### src/rtl/seq_pkg.sv
package seq_pkg;
  localparam int OP_W = 3;

  localparam logic [OP_W-1:0] OPC_LOAD  = 3'd1;
  localparam logic [OP_W-1:0] OPC_STORE = 3'd2;
  localparam logic [OP_W-1:0] OPC_ADD   = 3'd3;
  localparam logic [OP_W-1:0] OPC_JUMP  = 3'd4;

  typedef enum logic [1:0] {PH_FETCH = 2'd0, PH_IND = 2'd1, PH_EXEC = 2'd2, PH_INT = 2'd3} phase_e;
  typedef enum logic [1:0] {PC_INC, PC_EA, PC_VEC} pc_sel_e;
  typedef enum logic [1:0] {MAR_PC, MAR_EA, MAR_SAVE} mar_sel_e;
  typedef enum logic [1:0] {MBR_RD, MBR_AC, MBR_PC} mbr_sel_e;

  typedef enum logic [3:0] {
    S_F_ADDR, S_F_READ, S_F_IR,
    S_I_ADDR, S_I_READ,
    S_E_ADDR, S_E_READ, S_E_ACC, S_E_WRITE,
    S_X_SAVE, S_X_WRITE, S_X_VEC
  } state_e;

  typedef struct packed {
    logic     pc_ld;
    pc_sel_e  pc_sel;
    logic     mar_ld;
    mar_sel_e mar_sel;
    logic     mbr_ld;
    mbr_sel_e mbr_sel;
    logic     ir_ld;
    logic     ac_ld;
    logic     ac_add;
  } ctrl_t;
endpackage

### src/rtl/seq_datapath.sv
module seq_datapath
  import seq_pkg::*;
#(
  parameter int AW = 12,
  parameter int DW = 16,
  parameter logic [AW-1:0] RESET_PC  = 12'h010,
  parameter logic [AW-1:0] SAVE_ADDR = 12'h000,
  parameter logic [AW-1:0] VEC_ADDR  = 12'h001
) (
  input  logic          clk_i,
  input  logic          rst_ni,
  input  ctrl_t         ctrl_i,
  input  logic [DW-1:0] rdata_i,
  output logic [AW-1:0] pc_o,
  output logic [AW-1:0] mar_o,
  output logic [DW-1:0] mbr_o,
  output logic [DW-1:0] ir_o,
  output logic [DW-1:0] ac_o
);
  localparam int PAD_W = DW - AW;

  logic [AW-1:0] pc_q, mar_q;
  logic [DW-1:0] mbr_q, ir_q, ac_q;
  logic [AW-1:0] ea;

  assign ea = mbr_q[AW-1:0];

  always_ff @(posedge clk_i or negedge rst_ni) begin
    if (!rst_ni) begin
      pc_q  <= RESET_PC;
      mar_q <= '0;
      mbr_q <= '0;
      ir_q  <= '0;
      ac_q  <= '0;
    end else begin
      if (ctrl_i.pc_ld) begin
        unique case (ctrl_i.pc_sel)
          PC_INC:  pc_q <= pc_q + 1'b1;
          PC_EA:   pc_q <= ea;
          PC_VEC:  pc_q <= VEC_ADDR;
          default: pc_q <= pc_q;
        endcase
      end
      if (ctrl_i.mar_ld) begin
        unique case (ctrl_i.mar_sel)
          MAR_PC:   mar_q <= pc_q;
          MAR_EA:   mar_q <= ea;
          MAR_SAVE: mar_q <= SAVE_ADDR;
          default:  mar_q <= mar_q;
        endcase
      end
      if (ctrl_i.mbr_ld) begin
        unique case (ctrl_i.mbr_sel)
          MBR_RD:  mbr_q <= rdata_i;
          MBR_AC:  mbr_q <= ac_q;
          MBR_PC:  mbr_q <= {{PAD_W{1'b0}}, pc_q};
          default: mbr_q <= mbr_q;
        endcase
      end
      if (ctrl_i.ir_ld) ir_q <= mbr_q;
      if (ctrl_i.ac_ld) ac_q <= ctrl_i.ac_add ? ac_q + mbr_q : mbr_q;
    end
  end

  assign pc_o  = pc_q;
  assign mar_o = mar_q;
  assign mbr_o = mbr_q;
  assign ir_o  = ir_q;
  assign ac_o  = ac_q;
endmodule

### src/rtl/seq_fsm.sv
module seq_fsm
  import seq_pkg::*;
(
  input  logic            clk_i,
  input  logic            rst_ni,
  input  logic            ready_i,
  input  logic            irq_i,
  input  logic            ie_i,
  input  logic            ind_i,
  input  logic [OP_W-1:0] op_i,
  output ctrl_t           ctrl_o,
  output logic            rd_o,
  output logic            wr_o,
  output logic            ie_clr_o,
  output logic [1:0]      phase_o
);
  state_e state_q, state_d;
  logic   last;

  always_ff @(posedge clk_i or negedge rst_ni) begin
    if (!rst_ni) state_q <= S_F_ADDR;
    else         state_q <= state_d;
  end

  always_comb begin
    ctrl_o   = '0;
    rd_o     = 1'b0;
    wr_o     = 1'b0;
    ie_clr_o = 1'b0;
    last     = 1'b0;
    state_d  = state_q;
    unique case (state_q)
      S_F_ADDR: begin
        ctrl_o.mar_ld  = 1'b1;
        ctrl_o.mar_sel = MAR_PC;
        state_d        = S_F_READ;
      end
      S_F_READ: begin
        rd_o = 1'b1;
        if (ready_i) begin
          ctrl_o.mbr_ld = 1'b1;
          ctrl_o.mbr_sel = MBR_RD;
          ctrl_o.pc_ld  = 1'b1;
          ctrl_o.pc_sel = PC_INC;
          state_d       = S_F_IR;
        end
      end
      S_F_IR: begin
        ctrl_o.ir_ld = 1'b1;
        state_d      = ind_i ? S_I_ADDR : S_E_ADDR;
      end
      S_I_ADDR: begin
        ctrl_o.mar_ld  = 1'b1;
        ctrl_o.mar_sel = MAR_EA;
        state_d        = S_I_READ;
      end
      S_I_READ: begin
        rd_o = 1'b1;
        if (ready_i) begin
          ctrl_o.mbr_ld  = 1'b1;
          ctrl_o.mbr_sel = MBR_RD;
          state_d        = S_E_ADDR;
        end
      end
      S_E_ADDR: begin
        ctrl_o.mar_ld  = 1'b1;
        ctrl_o.mar_sel = MAR_EA;
        if (op_i == OPC_LOAD || op_i == OPC_ADD) begin
          state_d = S_E_READ;
        end else if (op_i == OPC_STORE) begin
          ctrl_o.mbr_ld  = 1'b1;
          ctrl_o.mbr_sel = MBR_AC;
          state_d        = S_E_WRITE;
        end else if (op_i == OPC_JUMP) begin
          ctrl_o.pc_ld  = 1'b1;
          ctrl_o.pc_sel = PC_EA;
          last          = 1'b1;
        end else begin
          last = 1'b1;
        end
      end
      S_E_READ: begin
        rd_o = 1'b1;
        if (ready_i) begin
          ctrl_o.mbr_ld  = 1'b1;
          ctrl_o.mbr_sel = MBR_RD;
          state_d        = S_E_ACC;
        end
      end
      S_E_ACC: begin
        ctrl_o.ac_ld  = 1'b1;
        ctrl_o.ac_add = (op_i == OPC_ADD);
        last          = 1'b1;
      end
      S_E_WRITE: begin
        wr_o = 1'b1;
        last = ready_i;
      end
      S_X_SAVE: begin
        ctrl_o.mbr_ld  = 1'b1;
        ctrl_o.mbr_sel = MBR_PC;
        ctrl_o.mar_ld  = 1'b1;
        ctrl_o.mar_sel = MAR_SAVE;
        state_d        = S_X_WRITE;
      end
      S_X_WRITE: begin
        wr_o = 1'b1;
        if (ready_i) state_d = S_X_VEC;
      end
      S_X_VEC: begin
        ctrl_o.pc_ld  = 1'b1;
        ctrl_o.pc_sel = PC_VEC;
        ie_clr_o      = 1'b1;
        state_d       = S_F_ADDR;
      end
      default: state_d = S_F_ADDR;
    endcase
    // end of execute: interrupt check
    if (last) state_d = (irq_i && ie_i) ? S_X_SAVE : S_F_ADDR;
  end

  always_comb begin
    unique case (state_q)
      S_F_ADDR, S_F_READ, S_F_IR:                   phase_o = PH_FETCH;
      S_I_ADDR, S_I_READ:                           phase_o = PH_IND;
      S_E_ADDR, S_E_READ, S_E_ACC, S_E_WRITE:       phase_o = PH_EXEC;
      default:                                      phase_o = PH_INT;
    endcase
  end
endmodule

### src/rtl/instr_cycle_seq.sv
module instr_cycle_seq
  import seq_pkg::*;
#(
  parameter int AW = 12,
  parameter int DW = 16,
  parameter logic [AW-1:0] RESET_PC  = 12'h010,
  parameter logic [AW-1:0] SAVE_ADDR = 12'h000,
  parameter logic [AW-1:0] VEC_ADDR  = 12'h001
) (
  input  logic          clk_i,
  input  logic          rst_ni,
  input  logic          mem_ready_i,
  input  logic [DW-1:0] mem_rdata_i,
  input  logic          irq_i,
  input  logic          ie_i,
  output logic [AW-1:0] mem_addr_o,
  output logic [DW-1:0] mem_wdata_o,
  output logic          mem_rd_o,
  output logic          mem_wr_o,
  output logic          pc_ld_o,
  output logic          mar_ld_o,
  output logic          mbr_ld_o,
  output logic          ir_ld_o,
  output logic          ac_ld_o,
  output logic          ie_clr_o,
  output logic [AW-1:0] pc_o,
  output logic [DW-1:0] ac_o,
  output logic [1:0]    phase_o
);
  localparam int OP_LSB = DW - OP_W;

  ctrl_t         ctrl;
  logic [DW-1:0] mbr, ir;

  seq_fsm u_fsm (
    .clk_i    (clk_i),
    .rst_ni   (rst_ni),
    .ready_i  (mem_ready_i),
    .irq_i    (irq_i),
    .ie_i     (ie_i),
    .ind_i    (mbr[AW]),
    .op_i     (ir[DW-1:OP_LSB]),
    .ctrl_o   (ctrl),
    .rd_o     (mem_rd_o),
    .wr_o     (mem_wr_o),
    .ie_clr_o (ie_clr_o),
    .phase_o  (phase_o)
  );

  seq_datapath #(
    .AW(AW), .DW(DW), .RESET_PC(RESET_PC), .SAVE_ADDR(SAVE_ADDR), .VEC_ADDR(VEC_ADDR)
  ) u_dp (
    .clk_i   (clk_i),
    .rst_ni  (rst_ni),
    .ctrl_i  (ctrl),
    .rdata_i (mem_rdata_i),
    .pc_o    (pc_o),
    .mar_o   (mem_addr_o),
    .mbr_o   (mbr),
    .ir_o    (ir),
    .ac_o    (ac_o)
  );

  assign mem_wdata_o = mbr;
  assign pc_ld_o     = ctrl.pc_ld;
  assign mar_ld_o    = ctrl.mar_ld;
  assign mbr_ld_o    = ctrl.mbr_ld;
  assign ir_ld_o     = ctrl.ir_ld;
  assign ac_ld_o     = ctrl.ac_ld;
endmodule

### config.mk
export PLATFORM = sky130hd
export DESIGN_NAME = instr_cycle_seq
export DESIGN_NICKNAME = d
export VERILOG_FILES = /design/src/rtl/seq_pkg.sv /design/src/rtl/seq_datapath.sv /design/src/rtl/seq_fsm.sv /design/src/rtl/instr_cycle_seq.sv
export SDC_FILE = /design/constraint.sdc
export NUM_CORES = 1
export LEC_CHECK = 0
export ABC_AREA = 0
export BUFFER_PORTS_ARGS = -buffer_cell sky130_fd_sc_hd__buf_2
export CAP_MARGIN = 20
export CORE_ASPECT_RATIO = 1.5
export CORE_MARGIN = 10
export CORE_UTILIZATION = 52
export CTS_BUF_LIST = sky130_fd_sc_hd__clkbuf_4 sky130_fd_sc_hd__clkbuf_8
export DETAILED_ROUTE_END_ITERATION = 12
export PLACE_DENSITY = 0.79
export SLEW_MARGIN = 20
export SYNTH_ARGS = -nofsm -noshare
export SYNTH_HDL_FRONTEND = slang
export SYNTH_SLANG_ARGS = --single-unit
### constraint.sdc
create_clock -name clk_i -period 2.4 [get_ports clk_i]
set_input_delay 0.12 -clock clk_i [delete_from_list [all_inputs] [get_ports clk_i]]
set_output_delay 0.12 -clock clk_i [all_outputs]
set_load 0.005 [all_outputs]
==> results.json, run 1 <==
{
  "status": "finished clean",
  "cts_buffers": 9,
  "critPathSlowestCell": "or4_4",
  "holdWs_ps": 31.6,
  "wl_um": 13100,
  "post-synth-top-count-cell": "a21oi_1",
  "htreeDepth": 3,
  "clkSinkCount": 63,
  "maxSlewViolCount": 0,
  "initial_core_util_pct": 53.4,
  "place_congestion": 0.913,
  "synthArstFlopShare_pct": 100,
  "nets": 677,
  "critPathCaptureType": "flop",
  "place_ws_ps": 52.8,
  "design_area_mm2": 0.00517,
  "die_x_um": 94.3,
  "dieArea_mm2": 0.0124,
  "layout_worst_path_cycle_share_pct": 94.9,
  "p_int_mw": 3.99,
  "grt_max_degree": 64,
  "synth_seq_cells": 63,
  "grt.total_usage_pct": 21.3,
  "setup_viol": 0,
  "ios": 87,
  "worstMarginPinSlew_ps": 824,
  "synth.largest_area_cell": "dfrtp_1",
  "ys.flop_type": "dfrtp_1",
  "synthDistinctLibCells": 56,
  "viasPerCell": 5.88,
  "syn-mean-instance-area_um2": 7.99,
  "first_iter_violations": 282,
  "cp_top_family": "simple AND/OR/NAND/NOR gates",
  "antenna_left": 0,
  "dpl.cell_count": 723,
  "placed_area_mm2": 0.00492,
  "syn_inst": 539,
  "startpoint_type": "flop",
  "yosysSeqAreaShare_pct": 36.7,
  "die_h_um": 131,
  "switchingPower_mw": 3.44,
  "clk_path_buf_depth": 2,
  "cap_violations": 0,
  "clk_root_buffer_cell": "clkbuf_8",
  "report.power.total_mw": 7.43,
  "cts_tree": "done",
  "layout-area-overhead-vs-synth_pct": 20.1,
  "setup_tns_ps": 0,
  "switching_share_pct": 46.3,
  "clk_latency_ps": 360,
  "skew_ps": 6.42,
  "hp-class": "input pin to flop",
  "wl_per_cell_um": 17.7,
  "grt_overflow": 0,
  "vdd_drop_max_mv": 0.679,
  "cpPeakStageDelay_ps": 490,
  "grt_pass1_vias": 4268,
  "path_class": "flop to flop",
  "drc": 0,
  "cp_max_fo": 3,
  "drive_above_1_share_pct": 23.8,
  "setup_ws_ps": 123,
  "power_frac_clock_pct": 13.5,
  "hold_viol": 0,
  "dr_total_vias": 4349,
  "worstPathArrival_ps": 2520,
  "core-area_mm2": 0.00806,
  "p_leak_nw": 2.47,
  "period_minus_slack_ps": 2280,
  "stdcell_count": 740,
  "hpwl_um": 9840,
  "dr.pass1.iters": 5,
  "rsz0062_at_grt": "false",
  "grt_first_pass_wirelength_um": 21500,
  "crit_buf_inv": 1,
  "slew_headroom_pct": 45.0,
  "synth_warnings": 0,
  "synth.top_cell.area_share_pct": 36.0,
  "synth_fp_nets": 586,
  "synthTopCellsByCount": "74 x a21oi_1, 67 x nor2_1, 64 x nand2_1",
  "clk_pin_slew_ps": 70,
  "num_antenna_cells": 0,
  "pwr-share-comb_pct": 58.1,
  "postCtsSetupRepairBufs": 0,
  "critPathRequiredTime_ps": 2640,
  "fill_cells": 701,
  "seqPwrFrac_pct": 28.4,
  "syn_area_mm2": 0.00430,
  "utilization_pct": 64.1,
  "synth_edf_count": 0,
  "row_count": 40,
  "antenna_found_initial": 0,
  "synth.area.top_cells": "dfrtp_1 36%, a21oi_1 8.6%, ha_1 7.3%",
  "fmax_mhz": 439,
  "port-buffer-count": 86,
  "path_cells": "ha_1 > inv_1 > fa_2 > nor2b_4 > o21ai_2 > a21oi_2 > or4_4 > a31oi_1 > o21ai_1 > mux2i_1 > nand2_1",
  "power_density_mw_per_mm2": 1440
}
[kinds of logic after synthesis]
family                     synth area share (%)
adders and majority gates                  7.73
AOI/OAI and AO/OA                          26.8
buffers and inverters                      5.93
and+or+nand+nor                            19.1
muxes                                      1.95
xor gates and xnor gates                   1.83
DFF                                        36.7
[registers in the layout, summed over array words and instances, names as in the netlist]
name and flops:
u_dp.mbr_o 16, u_dp.mar_o 12, u_dp.ac_o 16, u_dp.pc_o 12
u_fsm.state_q 4, u_dp.ir_o 3
[layout make-up]
cell class                      instances  area (um2)  area share (%)
Multi-Input combinational cell        419        2490            48.2
Sequential cell                        63        1580            30.5
Timing Repair Buffer                  117         678            13.1
Clock buffer                           13         173            3.34
Tap cell                              105         131            2.54
Inverter                               20        75.1            1.45
Clock inverter                          3        40.0           0.775
[layout by cell type, fill, tap and decap left out, drive strengths merged, types with 2 or more instances in the layout]
| cell type | count |
|---|---|
| buf | 116 |
| dfrtp | 62 |
| nand2b | 7 |
| nand4 | 4 |
| ha | 25 |
| clkinv | 2 |
| nand3 | 12 |
| inv | 20 |
| nor3 | 7 |
| mux2i | 5 |
| o31ai | 5 |
| xnor2 | 5 |
| clkbuf | 13 |
| and3 | 5 |
| xor2 | 4 |
| mux2 | 3 |
| o211ai | 2 |
| o21ai | 52 |
| nand2 | 64 |
| nor2 | 67 |
| a21oi | 75 |
| a21o | 6 |
| a22oi | 30 |
| nor2b | 10 |
| or4 | 2 |
| a31oi | 12 |
[final timing paths]
path                            startpoint             end  slack (ps)  cells past startpoint
setup / recovery             u_dp.mbr_o[0]   u_dp.ac_o[12]         120                     11
hold / removal             mem_rdata_i[14]  u_dp.mbr_o[14]          30                      3
setup reg to reg             u_dp.mbr_o[0]   u_dp.ac_o[12]         120                     11
hold reg to reg              u_dp.mar_o[4]   u_dp.mar_o[4]         530                      2
max in group asynchronous           rst_ni   u_dp.mbr_o[9]        1390                      3
min in group asynchronous           rst_ni  u_dp.mar_o[11]         480                      3
[power groups by stage]
stage          Sequential (mW)  Clock (mW)  Combinational [mW]
2_1_floorplan             2.07           0                2.78
5_1_grt                   2.18        1.07                4.87
4_1_cts                   2.10        1.01                4.28
3_3_place_gp              2.09           0                4.15
3_5_place_dp              2.12           0                4.26
6_report                  2.11        1.00                4.32
[routing by layer]
layer  routed length (um)  global-route usage (%)  vias to the layer above
li1                     -                       -                     2101
met3                  938                    5.87                       25
met4                  293                    8.64                        0
met1                 5160                    25.2                     2075
met5                    0                       0                        -
met2                 6690                    35.0                      148
[worst register-to-register path, stage by stage, from the launching register on]
cell     delay [ps]
dfrtp_1         390
ha_1            220
inv_1            90
fa_2            230
nor2b_4          50
o21ai_2         130
a21oi_2          90
or4_4           490
a31oi_1         160
o21ai_1         100
mux2i_1         160
nand2_1          70
[what timing repair did]
| item | 4_1_cts | 5_1_grt |
|---|---|---|
| endpoints found under the setup margin | 0 | 6 |
| endpoints found under the hold margin | 62 | 0 |
| gates resized for setup | 0 | 6 |
| hold buffers | 1 | 0 |
(Power assumes the default switching activity.)
==> run 2, diff against run 1 <==
--- a/config.mk
+++ b/config.mk
@@ -10,11 +10,11 @@
 export CAP_MARGIN = 20
 export CORE_ASPECT_RATIO = 1.5
 export CORE_MARGIN = 10
-export CORE_UTILIZATION = 52
+export CORE_UTILIZATION = 42
 export CTS_BUF_LIST = sky130_fd_sc_hd__clkbuf_4 sky130_fd_sc_hd__clkbuf_8
 export DETAILED_ROUTE_END_ITERATION = 12
-export PLACE_DENSITY = 0.79
-export SLEW_MARGIN = 20
+export PLACE_DENSITY = 0.66
+export SLEW_MARGIN = 25
 export SYNTH_ARGS = -nofsm -noshare
 export SYNTH_HDL_FRONTEND = slang
 export SYNTH_SLANG_ARGS = --single-unit
==> run 2 against run 1 <==
  * Via count is 1.0% lower
  * Final cell count up 1.6%
  * Maximum frequency up 0.45%
  * Cell area is 0.85% higher
  * Count of clock-buffer cells in the layout shrank 1
  * First-iteration DRC count increased by 9.9%
  * Setup slack improved by 10 ps
  * Total power grew 0.29%
  * Critical path depth is the same
  * Critical path type unchanged
==> results.json, run 2 (synthesis results as in run 1) <==
{
  "ios": 87,
  "skew_ps": 4.68,
  "grt_max_degree": 33,
  "slew_headroom_pct": 48.5,
  "utilization_pct": 51.7,
  "worstPathArrival_ps": 2520,
  "grt.total_usage_pct": 18.4,
  "setup_tns_ps": 0,
  "initial_core_util_pct": 42.7,
  "cts_tree": "done",
  "seqPwrFrac_pct": 28.6,
  "layout_worst_path_cycle_share_pct": 94.5,
  "pwr-share-comb_pct": 58.6,
  "wl_um": 13400,
  "stdcell_count": 752,
  "clk_path_buf_depth": 2,
  "period_minus_slack_ps": 2270,
  "grt_pass1_vias": 4266,
  "fill_cells": 960,
  "clkSinkCount": 63,
  "design_area_mm2": 0.00521,
  "nets": 677,
  "power_density_mw_per_mm2": 1430,
  "p_leak_nw": 2.47,
  "drive_above_1_share_pct": 24.9,
  "place_ws_ps": 36.7,
  "dpl.cell_count": 735,
  "hold_viol": 0,
  "cp_max_fo": 3,
  "dieArea_mm2": 0.0148,
  "cts_buffers": 9,
  "holdWs_ps": 29.0,
  "status": "finished clean",
  "postCtsSetupRepairBufs": 0,
  "setup_viol": 0,
  "hp-class": "input pin to flop",
  "fmax_mhz": 441,
  "maxSlewViolCount": 0,
  "setup_ws_ps": 133,
  "switchingPower_mw": 3.50,
  "critPathRequiredTime_ps": 2650,
  "path_class": "flop to flop",
  "clk_root_buffer_cell": "clkbuf_8",
  "grt_first_pass_wirelength_um": 21400,
  "critPathCaptureType": "flop",
  "htreeDepth": 3,
  "hpwl_um": 10200,
  "port-buffer-count": 86,
  "row_count": 45,
  "dr.pass1.iters": 5,
  "die_h_um": 144,
  "viasPerCell": 5.72,
  "vdd_drop_max_mv": 0.493,
  "place_congestion": 0.871,
  "antenna_found_initial": 0,
  "placed_area_mm2": 0.00495,
  "num_antenna_cells": 0,
  "power_frac_clock_pct": 12.9,
  "drc": 0,
  "grt_overflow": 0,
  "startpoint_type": "flop",
  "p_int_mw": 3.96,
  "final_cell_mix": "86 x buf_2, 73 x a21oi_1, 67 x nor2_1",
  "layout-area-overhead-vs-synth_pct": 21.1,
  "layout_commonest_cell": "buf_2",
  "dr_total_vias": 4304,
  "switching_share_pct": 46.9,
  "antenna_left": 0,
  "first_iter_violations": 310,
  "worstMarginPinSlew_ps": 773,
  "clk_latency_ps": 360,
  "report.power.total_mw": 7.45,
  "cap_violations": 0,
  "clk_pin_slew_ps": 70,
  "core-area_mm2": 0.0101,
  "die_x_um": 103,
  "wl_per_cell_um": 17.8
}
==> run 2: path summary, 6_finish.rpt <==
kind	slack, ps	startpoint	to	cells past startpoint
worst min register to register	520	u_dp.mar_o[1]	u_dp.mar_o[1]	2
min in group asynchronous	370	rst_ni	u_dp.mar_o[0]	2
worst min-delay path	30	mem_rdata_i[14]	u_dp.mbr_o[14]	3
max in group asynchronous	1330	rst_ni	u_dp.pc_o[4]	3
worst max register to register	130	u_dp.ac_o[0]	u_dp.ac_o[14]	11
worst max-delay path	130	u_dp.ac_o[0]	u_dp.ac_o[14]	11
==> run 2: repair_timing <==
action,CTS,global route
resized for setup,0,13
hold buffers,1,0
setup endpoints to repair,0,9
endpoints found under the hold margin,31,0
==> run 2: final cells by class <==
cell class	instances	area [um2]	area share [%]
tap	117	146	2.81
clock buffer	12	153	2.93
clock inverter	4	45.0	0.864
inverter	20	75.1	1.44
sequential	63	1580	30.3
timing repair buffer	117	691	13.3
multi-input combinational	419	2520	48.4
==> run 2: worst max-delay path, stage by stage, from the launching register on <==
cell     delay [ps]
dfrtp_1         360
ha_2            200
inv_2            40
fa_2            410
nor2b_4         130
o21ai_2          80
a21oi_2         190
or4_4           170
nand2_2          90
o31ai_4         200
mux2i_1         200
nand2_1          70
==> run 2: routing by layer <==
layer | global-route usage, % | vias to the layer above | share of wire [%]
li1 | - | 2095 | -
met1 | 20.7 | 2047 | 40
met2 | 31.7 | 134 | 51
met3 | 3.49 | 28 | 6.6
met4 | 9.61 | 0 | 3.1
met5 | 0 | - | 0
==> run 2: power by group through the flow <==
stage / clock (mW) / sequential [mW] / combinational (mW)
2_1_floorplan: 0 / 2.07 / 2.78
3_3_place_gp: 0 / 2.11 / 4.17
3_5_place_dp: 0 / 2.14 / 4.26
4_1_cts: 0.975 / 2.13 / 4.28
5_1_grt: 1.01 / 2.21 / 4.90
6_report: 0.959 / 2.13 / 4.37
